File: config.mk
export PLATFORM = sky130hd
export DESIGN_NAME = lrsc_monitor
export DESIGN_NICKNAME = d
export VERILOG_FILES = /design/src/rtl/lrsc_pkg.sv /design/src/rtl/rsv_stack.sv /design/src/rtl/fail_counter.sv /design/src/rtl/lrsc_monitor.sv
export SDC_FILE = /design/constraint.sdc
export NUM_CORES = 1
export LEC_CHECK = 0
export BUFFER_PORTS_ARGS = -buffer_cell sky130_fd_sc_hd__buf_2
export CAP_MARGIN = 20
export CORE_MARGIN = 8
export CORE_UTILIZATION = 50
export DETAILED_ROUTE_END_ITERATION = 8
export PLACE_DENSITY = 0.67
export SLEW_MARGIN = 15
export SYNTH_ARGS = -nofsm -noshare
export SYNTH_HDL_FRONTEND = slang
export SYNTH_SLANG_ARGS = --single-unit
File: constraint.sdc
create_clock -name clk -period 9.8 [get_ports clk]
set_input_delay 0.98 -clock clk [delete_from_list [all_inputs] [get_ports clk]]
set_output_delay 0.98 -clock clk [all_outputs]
set_load 0.02 [all_outputs]
File: src/rtl/lrsc_pkg.sv
package lrsc_pkg;

    localparam int GRANULE_BITS = 4;

    typedef enum logic [1:0] {
        SC_FAIL        = 2'd0,
        SC_PASS        = 2'd1,
        SC_PASS_UNCACH = 2'd2
    } sc_code_e;

    // Mask covering the 16-byte reservation granule, applied to any width up to 64.
    function automatic logic [63:0] granule_of(input logic [63:0] a);
        return a & ~((64'd1 << GRANULE_BITS) - 64'd1);
    endfunction

    function automatic sc_code_e pick_code(input logic pass, input logic uncached);
        if (!pass)
            return SC_FAIL;
        else if (uncached)
            return SC_PASS_UNCACH;
        else
            return SC_PASS;
    endfunction

endpackage

File: src/rtl/rsv_stack.sv
module rsv_stack #(
    parameter int DEPTH  = 4,
    parameter int ADDR_W = 32,
    localparam int CNT_W = $clog2(DEPTH + 1)
) (
    input  logic              clk,
    input  logic              rst,
    input  logic              push,
    input  logic [ADDR_W-1:0] push_addr,
    input  logic              pop,
    output logic [ADDR_W-1:0] top_addr,
    output logic [ADDR_W-1:0] next_addr,
    output logic [CNT_W-1:0]  count
);

    logic [ADDR_W-1:0] ent [DEPTH];

    assign top_addr = ent[0];

    generate
        if (DEPTH > 1) begin : g_next
            assign next_addr = ent[1];
        end else begin : g_no_next
            assign next_addr = '0;
        end
    endgenerate

    always_ff @(posedge clk) begin
        if (rst) begin
            count <= '0;
            for (int i = 0; i < DEPTH; i++) ent[i] <= '0;
        end else if (push && pop) begin
            // Newest entry replaced; depth unchanged.
            ent[0] <= push_addr;
        end else if (push) begin
            for (int i = DEPTH - 1; i > 0; i--) ent[i] <= ent[i-1];
            ent[0] <= push_addr;
            if (count != CNT_W'(DEPTH)) count <= count + 1'b1;
        end else if (pop) begin
            for (int i = 0; i < DEPTH - 1; i++) ent[i] <= ent[i+1];
            count <= count - 1'b1;
        end
    end

endmodule

File: src/rtl/fail_counter.sv
module fail_counter #(
    parameter int WARN_INTERVAL = 10000,
    localparam int CW = (WARN_INTERVAL > 1) ? $clog2(WARN_INTERVAL) : 1
) (
    input  logic clk,
    input  logic rst,
    input  logic fail,
    input  logic clear,
    output logic hit
);

    logic [CW-1:0] run;
    logic          at_last;

    assign at_last = (run == CW'(WARN_INTERVAL - 1));
    assign hit     = fail && at_last;

    always_ff @(posedge clk) begin
        if (rst || clear)
            run <= '0;
        else if (fail)
            run <= at_last ? '0 : run + 1'b1;
    end

endmodule

File: src/rtl/lrsc_monitor.sv
module lrsc_monitor
    import lrsc_pkg::*;
#(
    parameter int NUM_HARTS     = 4,
    parameter int ADDR_W        = 32,
    parameter int DEPTH         = 4,
    parameter int WARN_INTERVAL = 10000,
    localparam int HART_W       = (NUM_HARTS > 1) ? $clog2(NUM_HARTS) : 1,
    localparam int CNT_W        = $clog2(DEPTH + 1)
) (
    input  logic              clk,
    input  logic              rst,
    input  logic [ADDR_W-1:0] cblk_mask,
    input  logic              lr_valid,
    input  logic [HART_W-1:0] lr_hart,
    input  logic [ADDR_W-1:0] lr_addr,
    input  logic              sc_valid,
    input  logic [HART_W-1:0] sc_hart,
    input  logic [ADDR_W-1:0] sc_addr,
    input  logic              sc_uncached,
    input  logic              snp_valid,
    input  logic [HART_W-1:0] snp_hart,
    input  logic [ADDR_W-1:0] snp_addr,
    output logic              res_valid,
    output logic [HART_W-1:0] res_hart,
    output logic [1:0]        res_code,
    output logic              warn_pulse,
    output logic [HART_W-1:0] warn_hart
);

    logic [ADDR_W-1:0] lr_gran, sc_gran;
    assign lr_gran = ADDR_W'(granule_of(64'(lr_addr)));
    assign sc_gran = ADDR_W'(granule_of(64'(sc_addr)));

    logic [NUM_HARTS-1:0] pop_v, push_v, pass_v, fail_v, clr_v, warn_v;

    generate
        for (genvar h = 0; h < NUM_HARTS; h++) begin : g_hart
            logic [ADDR_W-1:0] top_a, next_a, view_top;
            logic [CNT_W-1:0]  cnt;
            logic              view_full;

            rsv_stack #(.DEPTH(DEPTH), .ADDR_W(ADDR_W)) u_stk (
                .clk       (clk),
                .rst       (rst),
                .push      (push_v[h]),
                .push_addr (lr_gran),
                .pop       (pop_v[h]),
                .top_addr  (top_a),
                .next_addr (next_a),
                .count     (cnt)
            );

            // Snoop stage: newest entry only, compared at block granularity.
            assign pop_v[h] = snp_valid && (snp_hart == HART_W'(h)) && (cnt != '0)
                              && ((top_a & cblk_mask) == (snp_addr & cblk_mask));

            // Stack as seen by a store-conditional in the same cycle.
            assign view_full = pop_v[h] ? (cnt > CNT_W'(1)) : (cnt != '0);
            assign view_top  = pop_v[h] ? next_a : top_a;

            assign pass_v[h] = sc_valid && (sc_hart == HART_W'(h)) && view_full
                               && (view_top == sc_gran);
            assign fail_v[h] = sc_valid && (sc_hart == HART_W'(h)) && !pass_v[h];
            assign clr_v[h]  = pass_v[h];
            assign push_v[h] = lr_valid && (lr_hart == HART_W'(h));

            fail_counter #(.WARN_INTERVAL(WARN_INTERVAL)) u_fc (
                .clk   (clk),
                .rst   (rst),
                .fail  (fail_v[h]),
                .clear (clr_v[h]),
                .hit   (warn_v[h])
            );
        end
    endgenerate

    sc_code_e code_d;
    assign code_d = pick_code(|pass_v, sc_uncached);

    always_ff @(posedge clk) begin
        if (rst) begin
            res_valid  <= 1'b0;
            res_hart   <= '0;
            res_code   <= SC_FAIL;
            warn_pulse <= 1'b0;
            warn_hart  <= '0;
        end else begin
            res_valid  <= sc_valid;
            res_hart   <= sc_hart;
            res_code   <= sc_valid ? code_d : SC_FAIL;
            warn_pulse <= |warn_v;
            warn_hart  <= sc_hart;
        end
    end

endmodule

### Word-level counts from Yosys, hierarchy flattened

Memories as Yosys holds them, arrays and structs flattened.
Index checks and enable logic that the tools add are counted.

| storage, ports and cells | value |
|---|---|
| register bits after elaboration | 74 |
| bits in writable memories | 512 |
| input port bits | 140 |
| output and inout bits | 8 |
| memories kept | 4 |

| cells by class | value |
|---|---|
| add/sub/neg operators | 12 |
| order comparisons | 4 |
| equal/unequal tests | 29 |
| mux-type cells | 107 |
| bitwise gates (word level) | 43 |
| reduce and logical (&&, ||, !) cells | 66 |

Memories:

| name | words | bits a word | read ports | clocked after memory_dff | wr ports | RTL line | RTL |
|---|---|---|---|---|---|---|---|
| g_hart[0].u_stk.ent | 4 | 32 | 4 | 0 | 4 | rsv_stack.sv:16 | `logic [ADDR_W-1:0] ent [DEPTH];` |
| g_hart[1].u_stk.ent | 4 | 32 | 4 | 0 | 4 | rsv_stack.sv:16 |  |
| g_hart[2].u_stk.ent | 4 | 32 | 4 | 0 | 4 | rsv_stack.sv:16 |  |
| g_hart[3].u_stk.ent | 4 | 32 | 4 | 0 | 4 | rsv_stack.sv:16 |  |

Operators with widths:

| cell | count |
|---|---|
| two-way mux 32 bit | 36 |
| == test 32 bit | 8 |
| bitwise AND 32 bit | 5 |
| adder 14 x 1 -> 14 bit, second input constant | 4 |
| == test 14 bit, second input constant | 4 |
| two-way mux 14 bit | 4 |
| two-way mux 1 bit | 54 |
| logical AND 1 bit | 40 |
| two-way mux 3 bit | 12 |
| OR 1 bit | 32 |
| adder 3 x 1 -> 3 bit, second input constant | 4 |
| == test 2 bit, second input constant | 6 |
| > comparator 3 x 1 -> 1 bit, second input constant | 4 |
| inequality test 3 bit, second input constant | 4 |
| AND reduction 3 bit | 4 |
| nonzero test 3 bit | 4 |
| subtractor 3 x 1 -> 3 bit, second input constant | 4 |
| inequality test 2 bit, second input constant | 4 |
| nonzero test 2 bit | 4 |
| OR reduction 4 bit | 2 |
| == test 2 x 1 -> 1 bit, second input constant | 3 |
| logical NOT 2 bit | 3 |
| inverter 1 bit | 6 |
| logical NOT 1 bit | 4 |
| 3 further kinds | 6 |

### Depth between registers and ports, before layout

Gate-level depths: netlist (run 1).

| logic depth | value |
|---|---|
| depth in word-level cells | 11 |
| mapped depth | 16 |

### Hierarchy

From an unflattened synthesis (run 1), not the netlist that was laid out.

| unflattened totals | value |
|---|---|
| cell total of the unflattened synthesis | 2382 |
| area total of the unflattened synthesis | 29386.9 µm² |

Modules (own cells, without submodules):

| module | instances | cells an instance | area an instance (µm²) | sequential area each (µm²) |
|---|---|---|---|---|
| rsv_stack at g_hart[0].u_stk ... | 3 | 345 | 5380.2 | 3903.7 |
| rsv_stack at g_hart[1].u_stk | 1 | 345 | 5405.2 | 3903.7 |
| lrsc_monitor | 1 | 702 | 5193.7 | 120.1 |
| fail_counter | 4 | 75 | 661.9 | 280.3 |

### Worst setup path before layout (run 1)

OpenSTA, ideal clock, no wires.

| timing | value |
|---|---|
| kind | input -> register |
| start point | input port snp_addr[7] |
| end point | memory g_hart[0].u_stk.ent[4][0] (netlist: g_hart[0].u_stk.ent[1][0]), enable pin |
| library setup time | 0.424 ns |
| arrival time | 3.774 ns |
| setup slack | 5.601 ns |
| stages | 8 |
| buffers on the path | 0 |
| path through | xor2_1 > a22oi_1 > nand2_1 > a2111oi_2 > nand3_1 > inv_1 > ha_1 > or3_1 |

RTL lines:

| item | RTL line | RTL |
|---|---|---|
| start: declaration | lrsc_monitor.sv:23 | `input logic [ADDR_W-1:0] snp_addr,` |
| end: declaration | rsv_stack.sv:16 |  |

### Final worst setup path (run 1)

| timing | value |
|---|---|
| start point | register g_hart[2].u_stk.count[0] |
| end point | register g_hart[2].u_fc.run[11] |

| between the ends | value |
|---|---|
| longest elaborated chain between the ends | 8 |
| elaborated cells between the ends (all ways) | 12 |

RTL lines:

| item | RTL line | RTL |
|---|---|---|
| start: declaration | rsv_stack.sv:13 | `output logic [CNT_W-1:0] count` |
| start signal: assignment | rsv_stack.sv:38 | `if (count != CNT_W'(DEPTH)) count <= count + 1'b1;` |
| start signal: assignment | rsv_stack.sv:41 | `count <= count - 1'b1;` |
| nonzero test 3 bit | lrsc_monitor.sv:55, lrsc_monitor.sv:59 |  |
| logical AND 1 bit | lrsc_monitor.sv:55 | `assign pop_v[h] = snp_valid && (snp_hart == HART_W'(h)) && (cnt != '0)` |
| logical AND 1 bit | lrsc_monitor.sv:56 | `&& ((top_a & cblk_mask) == (snp_addr & cblk_mask));` |
| two-way mux 32 bit or two-way mux 1 bit (tied branches) | lrsc_monitor.sv:60, lrsc_monitor.sv:59 |  |
| == test 32 bit or logical AND 1 bit (tied branches) | lrsc_monitor.sv:63, lrsc_monitor.sv:62 |  |
| logical AND 1 bit * | lrsc_monitor.sv:63 | `&& (view_top == sc_gran);` |
| logical NOT 1 bit | lrsc_monitor.sv:64 | `assign fail_v[h] = sc_valid && (sc_hart == HART_W'(h)) && !pass_v[h];` |
| logical AND 1 bit | lrsc_monitor.sv:64 |  |
| end signal: assignment | fail_counter.sv:22 | `run <= at_last ? '0 : run + 1'b1;` |
| end: declaration | fail_counter.sv:12 | `logic [CW-1:0] run;` |

Mark *: on every way between the ends. The rest lies on a longest branch, timed or not.
A chain may end at the register's enable or synchronous reset.

==> impl.org, run 1 <==
** Timing
- Subtracting the final worst setup slack from the clock period gives around 4.8 ns.
- The max-slew violation total from the final report is 0.
- Layout Skew :: between 0.02 and 0.025 ns
- Hold Fails Final Rpt :: 0
- At the pin with the least slew margin, the transition time is 1.15 ns.
- Final critical-path share of the clock period :: 48.9%
- RSZ-0062 raised after global routing :: false
- For this run, the top clock speed supported by timing is about 0.21 GHz.
- Worst relative slew slack :: 22.9%
- In the final timing run, aggregate negative setup slack is 0 ns.
- Across all hold checks on the routed design, the worst slack comes to 0.473 ns.
- Setup violations remaining at the end of the flow were counted as 0.

** Place
- The count of buffers added on input and output ports is 139.
- Summed over all nets, the half-perimeter wirelength after detailed placement is about 75000 µm.
- Number of placed instances with taps included :: 3368
- RePlAce Congestion :: 1.03

** Cells and area
- Area taken by flip-flops and latches :: 0.0169 mm²
- In the final layout, the multi-input gates occupy 0.0118 mm².
- Of the cells placed in the final design, the portion with a size suffix greater than 1 is approximately 12%.
- The area growth from synthesis to layout is 11.9%.
- The finished layout holds between 3000 and 4000 standard cells, fillers aside.
- Final-stage net count :: 2830
- Layout fillers :: 4990

** Power
- The worst-case IR drop observed on VDD is 0.144 mV.
- Combinational cells account for a little under a tenth of the total power.
- Part of the power in registers :: about half
- Total internal power :: 4.36 mW
- Net switching power of the design :: around 1.6 mW
- Proportion of power drawn by the clock network :: between 30% and 40%
- Pleak :: between 10 and 15 nW
- Power spread over the standard cell area amounts to 181 mW/mm².
- Switching Fraction :: a little over a quarter

** Clock tree
- Root Buffer Master :: sky130_fd_sc_hd__clkbuf_16
- Number of buffers on the longest clock path :: 3
- Buffers added to address setup during post-CTS repair amount to 0.
- For this design, the CTS-stage hold fixing added 0 buffers.
- Once the clock tree was built, the resizer swapped 0 gates to a different size.
- The H-tree was split into 3 levels.
- Clock tree from TritonCTS :: built
- The tree built by TritonCTS fans out to around 590 sinks.
- Clock latency on the worst-skew pair, taken at its later pin, is between 0.6 and 0.7 ns.
- After clock tree synthesis, the clock-pin slew on the worst setup and hold paths is 0.06 ns.
- TritonCTS created 66 clock buffers.

** Floorplan
- Overall die area :: 0.0668 mm²
- Number of core rows :: 89
- The total area inside the core boundary comes to 0.0586 mm².
- In this run the vertical extent of the chip is 259 µm.
- From left edge to right edge, the die measures approximately 260 µm.
- Number of top-level design ports :: 148
- Once the floorplan was initialized, standard cells occupied 50.2% of the core.

** Routing
- Post-detailed-route via-to-cell ratio :: 6.65
- The pre-antenna-repair detailed-routing pass consisted of 6 iterations.
- For this run, design rule violations remaining after detail routing come to 0.
- Once detail routing completed, the nets flagged for antenna violations numbered 0.
- After detailed routing, the average wire length per cell comes to around 32 µm.
- For this block, the initial DRC count from the detailed router was 3408.
- Number of vias in the routed layout :: 23200
- Final wirelength :: 110000 µm

** Logic synthesis
- In this run, synthesis produced a sequential element count of 586.
- After synthesis, the cell types taking the most area are sky130_fd_sc_hd__edfxtp_1 52%, sky130_fd_sc_hd__a22o_1 7.9%, sky130_fd_sc_hd__xor2_1 5.7%.
- Register area share after synthesis :: 57.3%
- Synth Instances :: ~2600
- The synthesized netlist occupies a cell area of 0.0294 mm².
- Count of synthesis-stage warnings from yosys :: 0
- Cell type with the highest aggregate area in the netlist :: sky130_fd_sc_hd__edfxtp_1
- Yosys mapped the design onto ~70 distinct sky130hd cell types.
- Async set-reset flop share out of synthesis :: 0%
- Synth top area share :: roughly 52%
- Synthesized area per cell :: about 11 µm²
- Number of nets produced by synthesis :: roughly 2700
- EDFF count, synth :: around 500
- Most used DFF post-synth :: sky130_fd_sc_hd__edfxtp_1

** GRT
- Global-route wire length before repair :: 157000 µm
- Entering global routing, the biggest net connects 97 pins.
- Vias in the first global route :: ~22000
- The number of antenna violations at the first check in global routing came to 3.
- Gr ovfl total :: 0
- Global routing consumed, over all layers together, about a third of the routing resources.

** Hold path
- Count of cells along the worst hold path :: 2
- Type of the worst min-delay path :: flop to flop

** Worst setup path
- In this run the worst path has a maximum fanout of 14.
- Walking the worst path, the cells encountered are inv_1 -> ha_1 -> nor2b_1 -> nor3_1 -> nand4_1 -> nor3_1 -> nand4_1 -> inv_1 -> mux2i_1 -> o21ai_1 -> nor4_2 -> or2_0 -> nor2_1.
- STA puts the critical path data required time at approximately 10 ns.
- The worst setup path is launched from a flop.
- Critical path arrival :: 5.24 ns
- Start-to-end type of the worst setup path :: flop to flop
- Measured in cells, the most critical reg-to-reg path has a length of 13.
- Delay of the slowest critical-path stage :: 0.89 ns
- The slowest stage of the critical path belongs to the cell sky130_fd_sc_hd__nor4_2.
- Type of destination of the critical path :: flop

** Run status
- Result of the run :: finished, final reports clean

** Flow run
- Count of maximum capacitance violations :: 0
[flip-flops by register name, indices dropped and copies added, names as in the netlist]
register	count
warn_hart	2
g_hart.u_stk.count	12
g_hart.u_stk.ent	512
warn_pulse	1
g_hart.u_fc.run	56
res_code	2
res_valid	1
[cell families (layout without fill, tap and decap cells)]
family	count (synthesis)	in the layout	synth area share, %
XOR/XNOR	271	271	8.07
flip-flops	586	586	57.3
adder cells (fa/ha/maj)	26	26	1.11
other	0	6	0
AND/OR/NAND/NOR	795	795	13.4
buffers and inverters	210	355	2.80
AO/OA/AOI/OAI	652	652	16.2
multiplexers	30	30	1.06
[final cells by class]
cell class | instances | share of cell area, %
well taps | 773 | 2.94
flip-flops and latches | 586 | 51.2
diodes | 6 | 0.0456
clock inverters | 27 | 0.559
clock buffers | 92 | 5.60
inverters | 65 | 0.742
multi-input cells | 1774 | 36.0
repair buffers | 171 | 2.91
[power by group through the flow]
stage,Sequential (mW),Combinational (mW),Clock (mW)
after detailed placement,3.05,0.543,0
after CTS,3.00,0.546,2.38
after global routing,3.01,0.590,2.48
after global placement,3.05,0.540,0
after floorplan,2.99,0.310,0
final,3.01,0.569,2.36
[cells in the final DEF (no fill, tap or decap), drive strengths merged, types with 21 or more instances in the layout]
cell	Yosys	layout
clkinv	3	26
nand2	311	311
and3	27	27
nor2	106	106
dfxtp	74	74
nand4	46	46
nand3	35	35
nor4	35	35
inv	62	64
o21ai	43	43
xor2	192	192
clkbuf	130	92
a21oi	165	165
xnor2	79	79
edfxtp	512	512
ha	26	26
o22ai	27	27
nor3	21	21
and2	147	147
mux2i	22	22
buf	15	171
a22oi	67	67
a22o	265	265
[layer usage]
layer,vias up,track usage [%],share of wire [%]
met5,-,0,0.037
met4,6,14.3,4.8
met3,261,10.1,13
met2,1530,45.1,42
met1,11600,45.3,40
li1,9802,-,-
[path summary, 6_finish.rpt]
check | end | slack [ns] | startpoint
worst max-delay path | g_hart[2].u_fc.run[11]$_SDFFE_PP0P_ | 5.01 | g_hart[2].u_stk.count[0]$_SDFFE_PP0P_
worst min-delay path | g_hart[3].u_fc.run[1]$_SDFFE_PP0P_ | 0.47 | g_hart[3].u_fc.run[1]$_SDFFE_PP0P_
worst min register to register | g_hart[3].u_fc.run[1]$_SDFFE_PP0P_ | 0.47 | g_hart[3].u_fc.run[1]$_SDFFE_PP0P_
worst max register to register | g_hart[2].u_fc.run[11]$_SDFFE_PP0P_ | 5.01 | g_hart[2].u_stk.count[0]$_SDFFE_PP0P_
[synthesized netlist by cell type, types with 4 or more instances]
cell type,count
sky130_fd_sc_hd__nor4b_1,5
sky130_fd_sc_hd__nand3_1,33
sky130_fd_sc_hd__xnor2_1,79
sky130_fd_sc_hd__mux2i_1,22
sky130_fd_sc_hd__a22oi_1,66
sky130_fd_sc_hd__and2_1,147
sky130_fd_sc_hd__clkbuf_1,130
sky130_fd_sc_hd__edfxtp_1,512
sky130_fd_sc_hd__buf_2,9
sky130_fd_sc_hd__a221oi_1,13
sky130_fd_sc_hd__o221ai_1,7
sky130_fd_sc_hd__nand2b_1,7
sky130_fd_sc_hd__o22ai_1,27
sky130_fd_sc_hd__nor2_1,106
sky130_fd_sc_hd__nor2b_1,14
sky130_fd_sc_hd__o21ai_0,38
sky130_fd_sc_hd__a311oi_1,4
sky130_fd_sc_hd__o2bb2ai_1,9
sky130_fd_sc_hd__nor3b_1,4
sky130_fd_sc_hd__inv_1,62
sky130_fd_sc_hd__or2_2,8
sky130_fd_sc_hd__buf_4,4
sky130_fd_sc_hd__nand2_1,311
sky130_fd_sc_hd__nor4_1,32
sky130_fd_sc_hd__mux2_2,8
sky130_fd_sc_hd__or3_1,12
sky130_fd_sc_hd__a22o_1,265
sky130_fd_sc_hd__a211oi_1,9
sky130_fd_sc_hd__ha_1,26
sky130_fd_sc_hd__xor2_1,192
sky130_fd_sc_hd__dfxtp_1,74
sky130_fd_sc_hd__o21ai_1,5
sky130_fd_sc_hd__and3_1,27
sky130_fd_sc_hd__a21oi_1,165
sky130_fd_sc_hd__nor3_1,20
sky130_fd_sc_hd__nand4_1,46
sky130_fd_sc_hd__o2111ai_1,5
sky130_fd_sc_hd__a31oi_1,14
sky130_fd_sc_hd__a222oi_1,5
[critical path: cells and delay by family, from the launching register on]
kind                       cells  cell delay, ns
muxes                          1            0.23
AOI/OAI and AO/OA              1            0.10
adders and majority gates      1            0.22
DFF                            1            0.39
buffers and inverters          2            0.54
and+or+nand+nor                8            3.12
[stage by stage]
| step | util (%) | total power, mW | worst slack [ns] | cell area [µm²] |
|---|---|---|---|---|
| 6_report | 56.2 | 5.94 | 5.01 | 32900 |
| 5_1_grt | 56.1 | 6.09 | 4.78 | 32900 |
| 4_1_cts | 56.1 | 5.93 | 5.07 | 32900 |
| 3_5_place_dp | 52.7 | 3.59 | 4.55 | 30800 |
| 3_3_place_gp | 52.6 | 3.59 | 4.58 | 30800 |
| 2_1_floorplan | - | 3.30 | 5.60 | 29400 |
No activity file was read; power rests on OpenSTA's default activity.
==> run 2: changes to the inputs <==
--- a/config.mk
+++ b/config.mk
@@ -10,7 +10,7 @@
 export CORE_MARGIN = 8
 export CORE_UTILIZATION = 50
 export DETAILED_ROUTE_END_ITERATION = 8
-export PLACE_DENSITY = 0.67
+export PLACE_DENSITY = 0.7
 export SLEW_MARGIN = 15
 export SYNTH_ARGS = -nofsm -noshare
 export SYNTH_HDL_FRONTEND = slang
==> constraint.sdc (replaced) <==
create_clock -name clk -period 4.2 [get_ports clk]
set_input_delay 0.42 -clock clk [delete_from_list [all_inputs] [get_ports clk]]
set_output_delay 0.42 -clock clk [all_outputs]
set_load 0.02 [all_outputs]
==> run 2 against run 1 <==
Net effect:
- maximum frequency increased by 21%
- sequential power increased by 130%
- clock skew increased by 0.014 ns
- combinational power increased by 140%
- utilization increased by 0.50 points
- setup slack got worse by 4.8 ns
- critical path type unchanged
- largest power group unchanged
==> impl.org, run 2 (synthesis gave the netlist of run 1 again) <==
** Power
- Dividing total power by cell area gives a power density of 419 mW/mm².
- Total power :: about 14 mW
- Across the VDD grid, the largest voltage drop is 0.424 mV.
- Summed over all cells, the static leakage comes to between 10 and 15 nW.

** Worst setup path
- Crit path required time :: 4.68 ns
- STA classifies the critical path endpoint as a flop.
- The number of cells on the worst reg-to-reg path is 15.
- Flop2flop setup slack :: 0.25 ns
- Worst Setup Start Kind :: flop
- Endpoint of the worst register-to-register path :: g_hart[3].u_fc.run[0]$_SDFFE_PP0P_
- Start-to-end type of the worst setup path :: flop to flop
- Crit path launch :: g_hart[3].u_stk.count[0]$_SDFFE_PP0P_
- STA puts the critical path data arrival time at 4.43 ns.
- Maximum fanout count along the critical path :: 12
- Reg2reg start :: g_hart[3].u_stk.count[0]$_SDFFE_PP0P_
- Destination of the critical timing path :: g_hart[3].u_fc.run[0]$_SDFFE_PP0P_

** Routing
- For this block, wires on met1 add up to 43800 µm.
- The pre-antenna-repair detailed-routing pass consisted of 8 iterations.
- Number of vias in the routed layout :: 23300
- DRC marker count from the first detailed-route iteration :: 3197
- Wire segments on met3 add up to 14900 µm in the final route.
- In the routed layout, each cell is associated on average with a via count of 6.61.
- Top layer in use :: met5
- The count of nets left with antenna violations once routing finished came out at 0.
- After detailed routing, the met2 layer carries 45700 µm of wire.
- Final wirelength :: between 100000 and 150000 µm
- Dividing the detail-routed wire length by the instance count gives ~31 µm.
- Detailed-route DRC error count :: 0

** Floorplan
- The initial utilization of the core area, before any placement, comes to 50.2%.
- The floorplan has 89 rows.
- Number of top-level design ports :: 148
- Core Box Area :: approximately 0.06 mm²
- Overall die area :: 0.0668 mm²
- Vertical die dimension :: 259 µm
- The die is 259 µm wide.

** GRT
- The first global-routing pass estimated 157000 µm of wire.
- Gr ovfl total :: 0
- Global routing used 32.1% of the available tracks across all layers.
- Entering global routing, the biggest net connects 97 pins.
- The via count of the first global-routing pass is between 20000 and 25000.
- Initial antenna violation count :: 2

** Place
- Summed over all nets, the half-perimeter wirelength after detailed placement is 76300 µm.
- Input and output buffers added on the ports amount to 139.
- RePlAce Congestion :: 1.05
- Post-placement setup slack :: between 0.3 and 0.4 ns

** Cells and area
- At the end of the flow, the number of nets in the layout was 2856.
- Most frequent standard cell in the layout excluding fill and tap cells :: sky130_fd_sc_hd__edfxtp_1
- The largest registers in the layout are g_hart.u_stk.ent: 512 flops, g_hart.u_fc.run: 56 flops, g_hart.u_stk.count: 12 flops.
- Counting flops per register, the top entry is g_hart.u_stk.ent.
- After filler insertion, the fill cell instance count of the layout stands at around 5000.
- Number of flip-flops under the largest register name :: 512
- The library cells used most frequently in the layout, excluding fill and tap cells, are 512 x sky130_fd_sc_hd__edfxtp_1, 311 x sky130_fd_sc_hd__nand2_1, 265 x sky130_fd_sc_hd__a22o_1.
- From synthesis to final layout, the design area changed by 12.9%.
- Share of layout cells above drive strength 1 :: between 10% and 20%
- Area taken by flip-flops and latches :: around 0.017 mm²
- Summing all multi-input logic gate instances after layout gives 0.0118 mm².

** Timing
- Hold Fails Final Rpt :: 0
- For the pin with the worst max-slew slack, the measured transition is between 1 and 1.5 ns.
- Final critical path time including I/O delays and setup :: 3.95 ns
- The max-slew violation total from the final report is 0.
- Across all setup checks in the final design, the least slack found is between 0.2 and 0.25 ns.
- RSZ-0062 raised after global routing :: false
- Fmax :: around 0.25 GHz
- Measured against its own limit, the worst slew margin works out to 26.4%.
- Dividing the final minimum period by the clock period gives about 94%.
- Layout Skew :: 0.0355 ns
- Total negative setup slack :: 0 ns
- Setup violators final :: 0

** Clock tree
- Clock slew at the register clock pins of the worst setup and hold paths :: 0.06 ns
- Number of clock buffers inserted by TritonCTS :: 61
- The tree is rooted in a sky130_fd_sc_hd__clkbuf_16.
- TritonCTS built the clock tree.
- Buffers added to address setup during post-CTS repair amount to 0.
- Number of H-tree branching levels :: 2
- The clock reaches the later pin of the worst-skew pair after 0.64 ns.
- The longest clock path from root to sink contains 3 buffers.
- The number of hold buffers added after CTS was 0.
- Cells resized by post-CTS repair :: 0
- For this design, the sink count on the clock tree is 586.

** Flow run
- Max-cap violations in this run came to 0.

** Run status
- Result of the run :: finished, final reports clean

** Hold path
- Type of the worst min-delay path :: primary input to flop
run 2: cell types whose count changed in the layout (fill, tap and decap cells not counted), sizes merged:
| cell | before | now |
|---|---|---|
| inv | 64 | 66 |
| bufinv | 0 | 9 |
| buf | 171 | 202 |
| clkinv | 26 | 31 |
| clkinvlp | 2 | 5 |
| clkbuf | 92 | 66 |
run 2: cell type report:
cell class                 count  share of cell area, %
antenna                        6                 0.0452
clock buffer                  66                   4.66
clock inverter                46                   1.38
inverter                      65                  0.735
multi-input combinational   1774                   35.6
sequential                   586                   50.8
tap                          773                   2.91
timing repair buffer         202                   3.86
run 2: worst max-delay path, cell delays in order (launching register included):
cell	delay, ns
sky130_fd_sc_hd__dfxtp_1	0.41
sky130_fd_sc_hd__inv_1	0.11
sky130_fd_sc_hd__ha_1	0.25
sky130_fd_sc_hd__nand2b_1	0.22
sky130_fd_sc_hd__nand4_1	0.18
sky130_fd_sc_hd__a2111oi_2	0.41
sky130_fd_sc_hd__nand2_1	0.10
sky130_fd_sc_hd__buf_4	0.21
sky130_fd_sc_hd__mux2_2	0.30
sky130_fd_sc_hd__nor3_2	0.15
sky130_fd_sc_hd__nand4_1	0.17
sky130_fd_sc_hd__nor4_1	0.64
sky130_fd_sc_hd__buf_4	0.24
sky130_fd_sc_hd__or2_2	0.22
sky130_fd_sc_hd__buf_12	0.14
sky130_fd_sc_hd__a311oi_1	0.04
run 2: per-layer routing:
metal  vias to the layer above  GRT usage (%)
li1                       9850              -
met1                     11500           44.4
met2                      1627           45.3
met3                       285           10.5
met4                         4           15.3
met5                         -              0
run 2: how the worst min path moves through the flow:
stage	slack, ns	depth (start not counted)	startpoint	endpoint
detailed placement	0.46	1	g_hart[2].u_fc.run[13]$_SDFFE_PP0P_	g_hart[2].u_fc.run[13]$_SDFFE_PP0P_
global route	0.02	2	sc_uncached	res_code[1]$_SDFF_PP0_
CTS	0.01	2	sc_uncached	res_code[1]$_SDFF_PP0_
global placement	0.46	2	g_hart[3].u_fc.run[1]$_SDFFE_PP0P_	g_hart[3].u_fc.run[1]$_SDFFE_PP0P_
floorplan	0.44	1	g_hart[2].u_fc.run[13]$_SDFFE_PP0P_	g_hart[2].u_fc.run[13]$_SDFFE_PP0P_
finish	0.04	2	sc_uncached	res_code[1]$_SDFF_PP0_
run 2: report_power, final:
| group | internal, mW | switching, mW | leakage [nW] |
|---|---|---|---|
| clock | 3.20 | 2.35 | 0.976 |
| sequential | 6.68 | 0.341 | 5.90 |
| combinational | 0.436 | 0.923 | 5.71 |
| total | 10.3 | 3.62 | 12.6 |
run 2: through the flow:
stage / utilization [%] / area (µm²) / instances / hold slack (ns)
floorplan: - / 29400 / 2570 / 0.439
global placement: 53.2 / 31200 / 3400 / 0.457
detailed placement: 53.2 / 31200 / 3400 / 0.458
CTS: 56.6 / 33200 / 3512 / 0.0103
global route: 56.6 / 33200 / 3512 / 0.0243
finish: 56.7 / 33200 / 3518 / 0.0410
